===== src/rtl/hdt_pkg.sv =====
package hdt_pkg;
   localparam int STAT_W = 32;
   localparam int PR_BIT = 31;
   localparam int CC_LSB = 10;
   localparam int CC_W   = 4;
   localparam int LO_BIT = 9;
   localparam int DF_BIT = 8;
   localparam int UR_BIT = 7;
   localparam int EC_BIT = 6;
   localparam int LC_BIT = 5;
   localparam int FA_BIT = 0;

   typedef enum logic [1:0] {PH_IDLE, PH_RUN, PH_DONE} phase_t;
   typedef enum logic [1:0] {VERD_NONE, VERD_RETRY, VERD_GIVEUP_EC, VERD_GIVEUP_LC} verdict_t;

   typedef struct packed {
      logic            lo;
      logic            df;
      logic            ur;
      logic            ec;
      logic            lc;
      logic [CC_W-1:0] cc;
   } outcome_t;
endpackage


===== src/rtl/hdt_coll_judge.sv =====
module hdt_coll_judge
   import hdt_pkg::*;
#(
   parameter int OFS_W      = 11,
   parameter int LATE_WIN   = 64,
   parameter int COLL_LIMIT = 16
) (
   input  logic             clk,
   input  logic             rst_n,
   input  logic             clear_i,
   input  logic             hit_i,
   input  logic [OFS_W-1:0] ofs_i,
   input  logic             no_retry_i,
   input  logic             late_abort_i,
   output verdict_t         verdict_o,
   output logic             late_o,
   output logic [CC_W-1:0]  cc_o
);
   localparam int CNT_W  = $clog2(COLL_LIMIT + 1);
   localparam int CC_MAX = (1 << CC_W) - 1;

   logic [CNT_W-1:0] cnt_q, cnt_next, cnt_use;
   logic             at_limit;

   assign cnt_next = cnt_q + CNT_W'(1);
   assign at_limit = (cnt_next == CNT_W'(COLL_LIMIT));
   assign late_o   = (ofs_i >= OFS_W'(LATE_WIN));
   assign cnt_use  = hit_i ? cnt_next : cnt_q;

   always_comb begin
      if (!hit_i)                     verdict_o = VERD_NONE;
      else if (late_o && late_abort_i) verdict_o = VERD_GIVEUP_LC;
      else if (no_retry_i)            verdict_o = VERD_GIVEUP_EC;
      else if (at_limit)              verdict_o = VERD_GIVEUP_EC;
      else                            verdict_o = VERD_RETRY;
   end

   always_ff @(posedge clk) begin
      if (!rst_n || clear_i) cnt_q <= '0;
      else if (hit_i)        cnt_q <= cnt_next;
   end

   generate
      if (CNT_W > CC_W) begin : g_sat
         assign cc_o = (cnt_use > CNT_W'(CC_MAX)) ? CC_W'(CC_MAX) : cnt_use[CC_W-1:0];
      end else begin : g_ext
         assign cc_o = CC_W'(cnt_use);
      end
   endgenerate
endmodule


===== src/rtl/hdt_status_pack.sv =====
module hdt_status_pack
   import hdt_pkg::*;
(
   input  outcome_t            oc_i,
   input  logic                gave_up_i,
   input  logic                half_duplex_i,
   output logic [STAT_W-1:0]   word_o
);
   always_comb begin
      word_o                     = '0;
      word_o[PR_BIT]             = gave_up_i;
      word_o[FA_BIT]             = gave_up_i;
      word_o[UR_BIT]             = oc_i.ur;
      if (half_duplex_i) begin
         word_o[CC_LSB +: CC_W]  = oc_i.cc;
         word_o[LO_BIT]          = oc_i.lo;
         word_o[DF_BIT]          = oc_i.df;
         word_o[EC_BIT]          = oc_i.ec;
         word_o[LC_BIT]          = oc_i.lc;
      end
   end
endmodule


===== src/rtl/hdt_status_collector.sv =====
module hdt_status_collector
   import hdt_pkg::*;
#(
   parameter int OFS_W      = 11,
   parameter int LATE_WIN   = 64,
   parameter int COLL_LIMIT = 16
) (
   input  logic               clk,
   input  logic               rst_n,
   input  logic               start_i,
   input  logic               defer_i,
   input  logic               coll_i,
   input  logic [OFS_W-1:0]   coll_ofs_i,
   input  logic               underrun_i,
   input  logic               attempt_ok_i,
   input  logic               half_duplex_i,
   input  logic               no_retry_i,
   input  logic               late_abort_i,
   output logic               retry_o,
   output logic               done_o,
   output logic [31:0]        status_o
);
   initial begin
      assert (COLL_LIMIT >= 1) else $error("COLL_LIMIT must be at least 1");
      assert (LATE_WIN < (1 << OFS_W)) else $error("LATE_WIN must fit in OFS_W bits");
   end

   phase_t            phase_q;
   logic              hd_q, nr_q, la_q, df_q, lo_q, retry_q;
   logic [STAT_W-1:0] status_q, word;
   logic              run, hit, ur_ev, ok_ev, gave_up, fin, late;
   logic [CC_W-1:0]   cc_now;
   verdict_t          verdict;
   outcome_t          oc;

   assign run   = (phase_q == PH_RUN);
   assign ur_ev = run && underrun_i;
   assign hit   = run && hd_q && coll_i && !underrun_i;
   assign ok_ev = run && attempt_ok_i && !underrun_i && !(coll_i && hd_q);

   hdt_coll_judge #(
      .OFS_W(OFS_W), .LATE_WIN(LATE_WIN), .COLL_LIMIT(COLL_LIMIT)
   ) i_judge (
      .clk(clk), .rst_n(rst_n), .clear_i(start_i), .hit_i(hit),
      .ofs_i(coll_ofs_i), .no_retry_i(nr_q), .late_abort_i(la_q),
      .verdict_o(verdict), .late_o(late), .cc_o(cc_now)
   );

   always_comb begin
      oc.lo = lo_q;
      oc.df = df_q || (run && defer_i);
      oc.ur = ur_ev;
      oc.ec = (verdict == VERD_GIVEUP_EC);
      oc.lc = (verdict == VERD_GIVEUP_LC);
      oc.cc = cc_now;
   end

   assign gave_up = oc.ur || oc.ec || oc.lc;
   assign fin     = gave_up || ok_ev;

   hdt_status_pack i_pack (
      .oc_i(oc), .gave_up_i(gave_up), .half_duplex_i(hd_q), .word_o(word)
   );

   always_ff @(posedge clk) begin
      if (!rst_n) begin
         phase_q  <= PH_IDLE;
         status_q <= '0;
         {hd_q, nr_q, la_q, df_q, lo_q, retry_q} <= '0;
      end else if (start_i) begin
         phase_q  <= PH_RUN;
         status_q <= '0;
         hd_q     <= half_duplex_i;
         nr_q     <= no_retry_i;
         la_q     <= late_abort_i;
         {df_q, lo_q, retry_q} <= '0;
      end else begin
         retry_q <= (verdict == VERD_RETRY);
         if (run && defer_i) df_q <= 1'b1;
         if (verdict == VERD_RETRY && late) lo_q <= 1'b1;
         if (fin) begin
            status_q <= word;
            phase_q  <= PH_DONE;
         end
      end
   end

   assign retry_o  = retry_q;
   assign done_o   = (phase_q == PH_DONE);
   assign status_o = status_q;
endmodule



===== config.mk =====
export PLATFORM = sky130hd
export DESIGN_NAME = hdt_status_collector
export DESIGN_NICKNAME = d
export VERILOG_FILES = /design/src/rtl/hdt_pkg.sv /design/src/rtl/hdt_coll_judge.sv /design/src/rtl/hdt_status_pack.sv /design/src/rtl/hdt_status_collector.sv
export SDC_FILE = /design/constraint.sdc
export NUM_CORES = 1
export LEC_CHECK = 0
export CORE_MARGIN = 2
export CORE_UTILIZATION = 38
export DETAILED_ROUTE_END_ITERATION = 8
export PLACE_DENSITY = 0.87
export SLEW_MARGIN = 20
export SYNTH_ARGS = -nofsm -noshare
export SYNTH_HDL_FRONTEND = slang
export SYNTH_SLANG_ARGS = --single-unit

===== constraint.sdc =====
create_clock -name clk -period 1.6 [get_ports clk]
set_input_delay 0.48 -clock clk [delete_from_list [all_inputs] [get_ports clk]]
set_output_delay 0.48 -clock clk [all_outputs]
set_load 0.05 [all_outputs]

==> results.py, run 1 <==
metrics = {
    "die": {
        "die_h_um": 62.18,
        "placementRows": 21,
        "coreArea_mm2": 0.003284,
        "dieArea_mm2": 0.003866,
        "start_util_pct": 39.16,
        "die_w_um": 62.18,
        "ioPinCount": 55,
    },
    "pwr": {
        "p_leak_nw": 0.7587,
        "total_power_mw": 1.164,
        "peakVddDrop_uv": 412.9,
        "power_density_mw_per_mm2": 620.8,
    },
    "critical_path": {
        "end_kind": "flip-flop",
        "crit_path_start_kind": "input port",
        "reg2reg_depth": 4,
        "reg2reg_slack_ns": 0.02,
        "slowest_stage": "clkdlybuf4s50_1",
        "slowest_delay_ns": 0.47,
        "crit_arrival_ns": 1.85,
        "cp_num_buf_inv": 1,
        "reg2reg_from": "phase_q[0]",
        "critPathTopFamily": "compound AO/OA/AOI/OAI gates",
        "crit_chain": "clkdlybuf4s50_1 -> nor2_2 -> a21oi_2 -> a311oi_4 -> o21ai_4 -> mux2i_1",
        "critical_path_class": "input port to flip-flop",
        "reg2reg_to": "status_o[13]",
        "crit_required_ns": 1.85,
        "path_max_fanout": 8,
    },
    "logic_synthesis": {
        "async_reset_ff_share_pct": 0,
        "synth-simple-area-share_pct": 19.94,
        "ys_seq_area_share_pct": 35.80,
        "syn_avg_cell_area_um2": 8.691,
        "synth_compound_area_share_pct": 14.01,
        "synthMuxAreaShare_pct": 7.004,
        "synth_xor_area_share_pct": 4.767,
        "netlist_top_cells_area": "dfxtp_1, buf_4, mux2i_1",
        "synth_area_mm2": 0.001286,
        "synth_top_area_share_pct": 35.80,
        "synthTopCellsByCount": "dfxtp_1, buf_4, nand2_1",
        "synthAdderAreaFrac_pct": 0.9728,
        "synth_top_family_by_area": "simple AND/OR/NAND/NOR gates",
        "yosys.cell_count.top_type": "dfxtp_1",
        "synth-edff-count": 0,
        "ys_types": 39,
        "yosys_warnings": 0,
        "synth_top_flop_cell": "dfxtp_1",
        "ys_ff_latch": 23,
        "syn_inst": 148,
        "synth.largest_area_cell": "dfxtp_1",
    },
    "hold_path": {
        "hold_depth": 2,
        "holdPathEnd": "i_judge.cnt_q[1]",
        "hp-class": "flip-flop to flip-flop",
        "hold_start": "i_judge.cnt_q[1]",
    },
    "timing": {
        "hold_viol": 0,
        "fmax_mhz": 626.0,
        "finalCriticalPeriod_ns": 1.597,
        "fin_tns_setup_ns": 0,
        "rsz0062_at_grt": "yes",
        "finalSetupViolations": 0,
        "finClkSkew_ns": 0.01136,
        "whs_ns": 0.5028,
        "min_period_over_period_pct": 99.84,
        "maxSlewViolCount": 0,
    },
    "global_routing": {
        "gr-total-overflow": 0,
        "grt_pass1_vias": 1000,
        "grt_max_degree": 14,
        "antenna_found_initial": 0,
        "grt_use_total_pct": 14.59,
        "grt_pass1_wl_um": 4554,
    },
    "run_status": {
        "status": "finished, final reports clean",
    },
    "clock_tree": {
        "cts_tree": "built",
        "clk_latency_ns": 0.33,
        "cts_buffers": 3,
        "cts_buffer_depth": 2,
        "clkTransAtPathRegs_ns": 0.12,
        "cts_sinks": 23,
        "cts.htree.levels": 1,
        "clockRootBuffer": "clkbuf_4",
    },
    "routing": {
        "dr.max_layer_used": "met4",
        "first_pass_iters": 4,
        "route.met2.wl_um": 1495,
        "finalWirelength_um": 2940,
        "drc_errors": 0,
        "wl_met3_um": 197,
        "viasPerCell": 4.665,
        "vias": 1115,
        "wire_per_inst_um": 12.30,
        "antenna_left": 0,
        "drt_iter0_markers": 51,
        "wl_met1_um": 1199,
    },
    "final_layout": {
        "final_nets": 216,
        "antennaDiodeCount": 0,
        "syn2layout_area_growth_pct": 45.72,
        "stdcell_count": 239,
        "final_layout_size_suffix_gt1_share_pct": 30.05,
    },
    "placed_design": {
        "gp_congestion": 0.7805,
        "port_buffers": 27,
        "dp_cells": 231,
        "dp_hpwl_um": 2202,
    },
    "flow_run": {
        "cap_viol_max_count": 0,
    },
}
==> routing by layer <==
metal / vias up / track usage, %
met1: 510 / 17.17
met5: - / 0
met4: 0 / 4.167
met3: 9 / 4.529
li1: 552 / -
met2: 44 / 25.54
==> registers in the layout, indices dropped and copies added (netlist names) <==
signal and cells:
df_q 1, hd_q 1, i_judge.cnt_q 5, la_q 1, lo_q 1, nr_q 1
phase_q 2, retry_o 1, status_o 10
==> worst reg2reg max path: cells and delay by family (launching register included) <==
family | cells | cell delay (ns)
compound gates | 1 | 0.33
flops | 1 | 0.46
mux | 1 | 0.24
simple gates | 2 | 0.46
==> area by class of cell <==
class / count / area (um2)
multi-input combinational: 113 / 723.2
timing repair buffer: 52 / 593.1
clock buffer: 3 / 22.52
inverter: 1 / 3.754
fill: 275 / 1410
sequential: 23 / 469.2
tap: 46 / 57.56
clock inverter: 1 / 5.005
==> report_power, final <==
part / internal, mW / switching [mW] / total, mW / leakage [nW]
clock: 0.0938 / 0.188 / 0.282 / 0.0177
combinational: 0.0977 / 0.190 / 0.288 / 0.552
sequential: 0.581 / 0.0137 / 0.594 / 0.189
total: 0.772 / 0.391 / 1.16 / 0.759
==> kinds of logic (layout without fill, tap and decap cells) <==
family / after synthesis / in the layout
simple gates: 51 / 51
buf+inv: 32 / 57
compound gates: 24 / 24
flops: 23 / 23
mux: 9 / 9
xor+xnor: 7 / 7
fa+ha+maj: 1 / 1
other cells: 1 / 21
==> worst max-delay path by stage <==
stage                       start           end  slack (ns)  cells past startpoint
floorplan                  coll_i    phase_q[1]        0.04                      5
CTS                 coll_ofs_i[7]  status_o[13]        -0.1                      7
finish              coll_ofs_i[7]  status_o[13]       0.003                      6
global route        coll_ofs_i[7]  status_o[13]       -0.09                      6
detailed placement  coll_ofs_i[8]    phase_q[1]       -0.54                      6
global placement    coll_ofs_i[8]    phase_q[1]       -0.47                      6
==> metrics by stage <==
step	setup slack [ns]	utilization (%)	cell area [um2]
CTS	-0.09684	55.28	1815
finish	0.002546	57.07	1874
global route	-0.08652	57.07	1874
floorplan	0.03617	-	1361
global placement	-0.4706	53.56	1759
detailed placement	-0.5428	53.56	1759
==> cells in the final DEF (no fill, tap or decap), types with 6 or more instances in the layout <==
master | netlist | routed
buf_4 | 22 | 24
conb_1 | 1 | 21
dfxtp_1 | 23 | 20
nand2_1 | 19 | 18
buf_12 | 0 | 13
mux2i_1 | 9 | 9
clkdlybuf4s50_1 | 0 | 9
nor2_1 | 8 | 6
==> what timing repair did <==
item / 4_1_cts / 5_1_grt
buffers inserted: 2 / 4
endpoints found under the setup margin: 15 / 19
hold endpoints to repair: 0 / 0
hold buffers: 0 / 0
gates resized for setup: 11 / 11
pin swaps: 5 / 6
(Power assumes the default switching activity.)
==> run 2: changes to the inputs <==
--- a/config.mk
+++ b/config.mk
@@ -5,6 +5,7 @@
 export SDC_FILE = /design/constraint.sdc
 export NUM_CORES = 1
 export LEC_CHECK = 0
+export CORE_ASPECT_RATIO = 0.9
 export CORE_MARGIN = 2
 export CORE_UTILIZATION = 38
 export DETAILED_ROUTE_END_ITERATION = 8
==> run 2 against run 1 <==
Against the previous run:
- utilization increased by 0.40 points
- worst setup slack better by 0.040 ns
- global-route usage grew 0.82 points
- fmax increased by 2.6%
- routed wire length is 1.2% lower
- clock skew fell by 0.0078 ns
- count of clock-buffer cells in the layout increased by 1
- critical path depth down 2
- final cell count is 0.84% higher
- cell area rose by 1.3%
- largest cell class unchanged
- largest power group unchanged
==> results.py, run 2 (synthesized netlist as in run 1, its figures left out) <==
metrics = {
    "final_layout": {
        "regArea_um2": 465.4,
        "final_layout_size_suffix_gt1_share_pct": 32.49,
        "syn2layout_area_growth_pct": 47.57,
        "final_nets": 220,
        "multi_input_area_um2": 716.9,
        "mostFrequentLayoutCell": "buf_4",
        "stdcell_count": 241,
        "largest_reg_flops": 10,
        "mostFrequentLayoutCells": "buf_4, conb_1, dfxtp_1",
        "antennaDiodeCount": 0,
        "fillers": 286,
    },
    "timing": {
        "finClkSkew_ns": 0.003600,
        "whs_ns": 0.4947,
        "finalCriticalPeriod_ns": 1.557,
        "min_period_over_period_pct": 97.33,
        "hold_viol": 0,
        "fin_tns_setup_ns": 0,
        "fmax_mhz": 642.1,
        "worst_slack_ns": 0.04266,
        "finalSetupViolations": 0,
        "rsz0062_at_grt": "yes",
        "maxSlewViolCount": 0,
    },
    "clock_tree": {
        "clk_latency_ns": 0.27,
        "cts_buffers": 3,
        "cts_tree": "built",
        "cts_buffer_depth": 2,
        "cts.htree.levels": 1,
        "clockRootBuffer": "clkbuf_8",
        "cts_sinks": 23,
        "clkTransAtPathRegs_ns": 0.08,
    },
    "pwr": {
        "pwr-share-clk_pct": 28.6,
        "power_density_mw_per_mm2": 658.9,
        "intPower_mw": 0.8645,
        "comb_power_share_pct": 23.5,
        "peakVddDrop_uv": 593.4,
        "p_leak_nw": 0.7671,
        "sequentialPowerShare_pct": 47.8,
        "power.switching_mw": 0.3861,
        "p_sw_share_pct": 30.87,
    },
    "flow_run": {
        "cap_viol_max_count": 0,
    },
    "hold_path": {
        "hold_start": "df_q",
        "hold_depth": 2,
        "hp-class": "flip-flop to flip-flop",
        "holdPathEnd": "df_q",
    },
    "critical_path": {
        "crit_chain": "dlygate4sd2_1 -> or3_4 -> o21ai_4 -> mux2i_1",
        "crit_arrival_ns": 1.76,
        "slowest_delay_ns": 0.44,
        "crit_path_start_kind": "input port",
        "reg2reg_depth": 4,
        "critical_path_class": "input port to flip-flop",
        "cp_num_buf_inv": 1,
        "slowest_stage": "or3_4",
        "critPathTopFamily": "simple AND/OR/NAND/NOR gates",
        "reg2reg_from": "phase_q[1]",
        "reg2reg_slack_ns": 0.08,
        "path_max_fanout": 8,
        "crit_required_ns": 1.80,
        "reg2reg_to": "status_o[12]",
        "end_kind": "flip-flop",
    },
    "die": {
        "placementRows": 20,
        "start_util_pct": 38.94,
        "coreArea_mm2": 0.003303,
        "ioPinCount": 55,
        "dieArea_mm2": 0.003867,
        "die_h_um": 59.20,
        "die_w_um": 65.33,
    },
    "placed_design": {
        "gp_congestion": 0.9199,
        "dp_hpwl_um": 2083,
        "pre_cts_slack_ns": -0.5212,
        "dp_cells": 232,
        "port_buffers": 27,
    },
    "global_routing": {
        "grt_use_met2_pct": 25.66,
        "grt_use_total_pct": 15.41,
        "grt_pass1_wl_um": 4560,
        "antenna_found_initial": 0,
        "use_met1_pct": 18.66,
        "grt_pass1_vias": 1050,
        "use_met3_pct": 4.373,
        "grt-busiest-layer": "met2",
        "grt_max_degree": 13,
        "gr-total-overflow": 0,
    },
    "routing": {
        "viasPerCell": 4.689,
        "antenna_left": 0,
        "wire_per_inst_um": 12.05,
        "drt_iter0_markers": 31,
        "vias": 1130,
        "finalWirelength_um": 2904,
        "first_pass_iters": 4,
        "drc_errors": 0,
    },
    "run_status": {
        "status": "finished, final reports clean",
    },
}
run 2: changes by cell type in the layout (fill, tap and decap cells not counted), sizes merged:
cell | before | now
buf | 38 | 42
clkbuf | 3 | 4
clkdlybuf4s15 | 0 | 2
clkdlybuf4s50 | 9 | 7
clkinv | 1 | 0
dlygate4sd2 | 3 | 5
dlymetal6s2s | 2 | 0
run 2: metrics by stage:
stage	power, mW	cell area (um2)	util [%]
floorplan	0.8349	1361	-
global placement	0.8861	1779	53.86
detailed placement	0.8893	1779	53.86
CTS	1.246	1872	56.67
global route	1.307	1898	57.46
finish	1.251	1898	57.46
run 2: area by class of cell:
type / count / area share (%)
sequential: 23 / 24.52
multi-input combinational: 113 / 37.77
tap: 44 / 2.900
clock buffer: 4 / 2.373
timing repair buffer: 56 / 32.23
inverter: 1 / 0.1978
run 2: power groups by stage:
stage | logic [mW] | registers, mW | clock network (mW)
floorplan | 0.223 | 0.612 | 0
global placement | 0.278 | 0.608 | 0
detailed placement | 0.280 | 0.609 | 0
CTS | 0.286 | 0.595 | 0.365
global route | 0.309 | 0.600 | 0.398
finish | 0.294 | 0.598 | 0.358
run 2: worst max-delay path by stage:
stage,end,slack (ns),depth (start not counted),startpoint
after CTS,done_o,0.007,2,phase_q[1]
after floorplan,phase_q[1],0.04,5,coll_i
after global placement,status_o[11],-0.48,5,coll_i
after global routing,status_o[7],-0.02,7,coll_ofs_i[8]
after detailed placement,status_o[12],-0.52,5,coll_i
final,status_o[12],0.04,4,underrun_i
run 2: tightest hold or removal path, delay by kind of cell (launching register included):
family | cells | cell delay [ns]
AO/OA/AOI/OAI | 1 | 0.03
flip-flops | 1 | 0.31
AND/OR/NAND/NOR | 1 | 0.11
run 2: timing repair:
item	CTS	global route
pin swaps	8	2
setup endpoints to repair	15	12
setup buffers	5	0
hold buffers	0	0
resized for setup	14	11
run 2: layer usage:
metal  vias up  routed length, um
met5         -                  0
met4         0                 72
met3        10                173
met2        35               1430
met1       525               1227
li1        560                  -
==> run 3: changes to the inputs <==
--- a/config.mk
+++ b/config.mk
@@ -8,6 +8,7 @@
 export CORE_ASPECT_RATIO = 0.9
 export CORE_MARGIN = 2
 export CORE_UTILIZATION = 38
+export CTS_CLUSTER_DIAMETER = 30
 export DETAILED_ROUTE_END_ITERATION = 8
 export PLACE_DENSITY = 0.87
 export SLEW_MARGIN = 20
==> results of run 3 <==
Same layout as run 2: the final DEF is identical, and so are final timing and power.
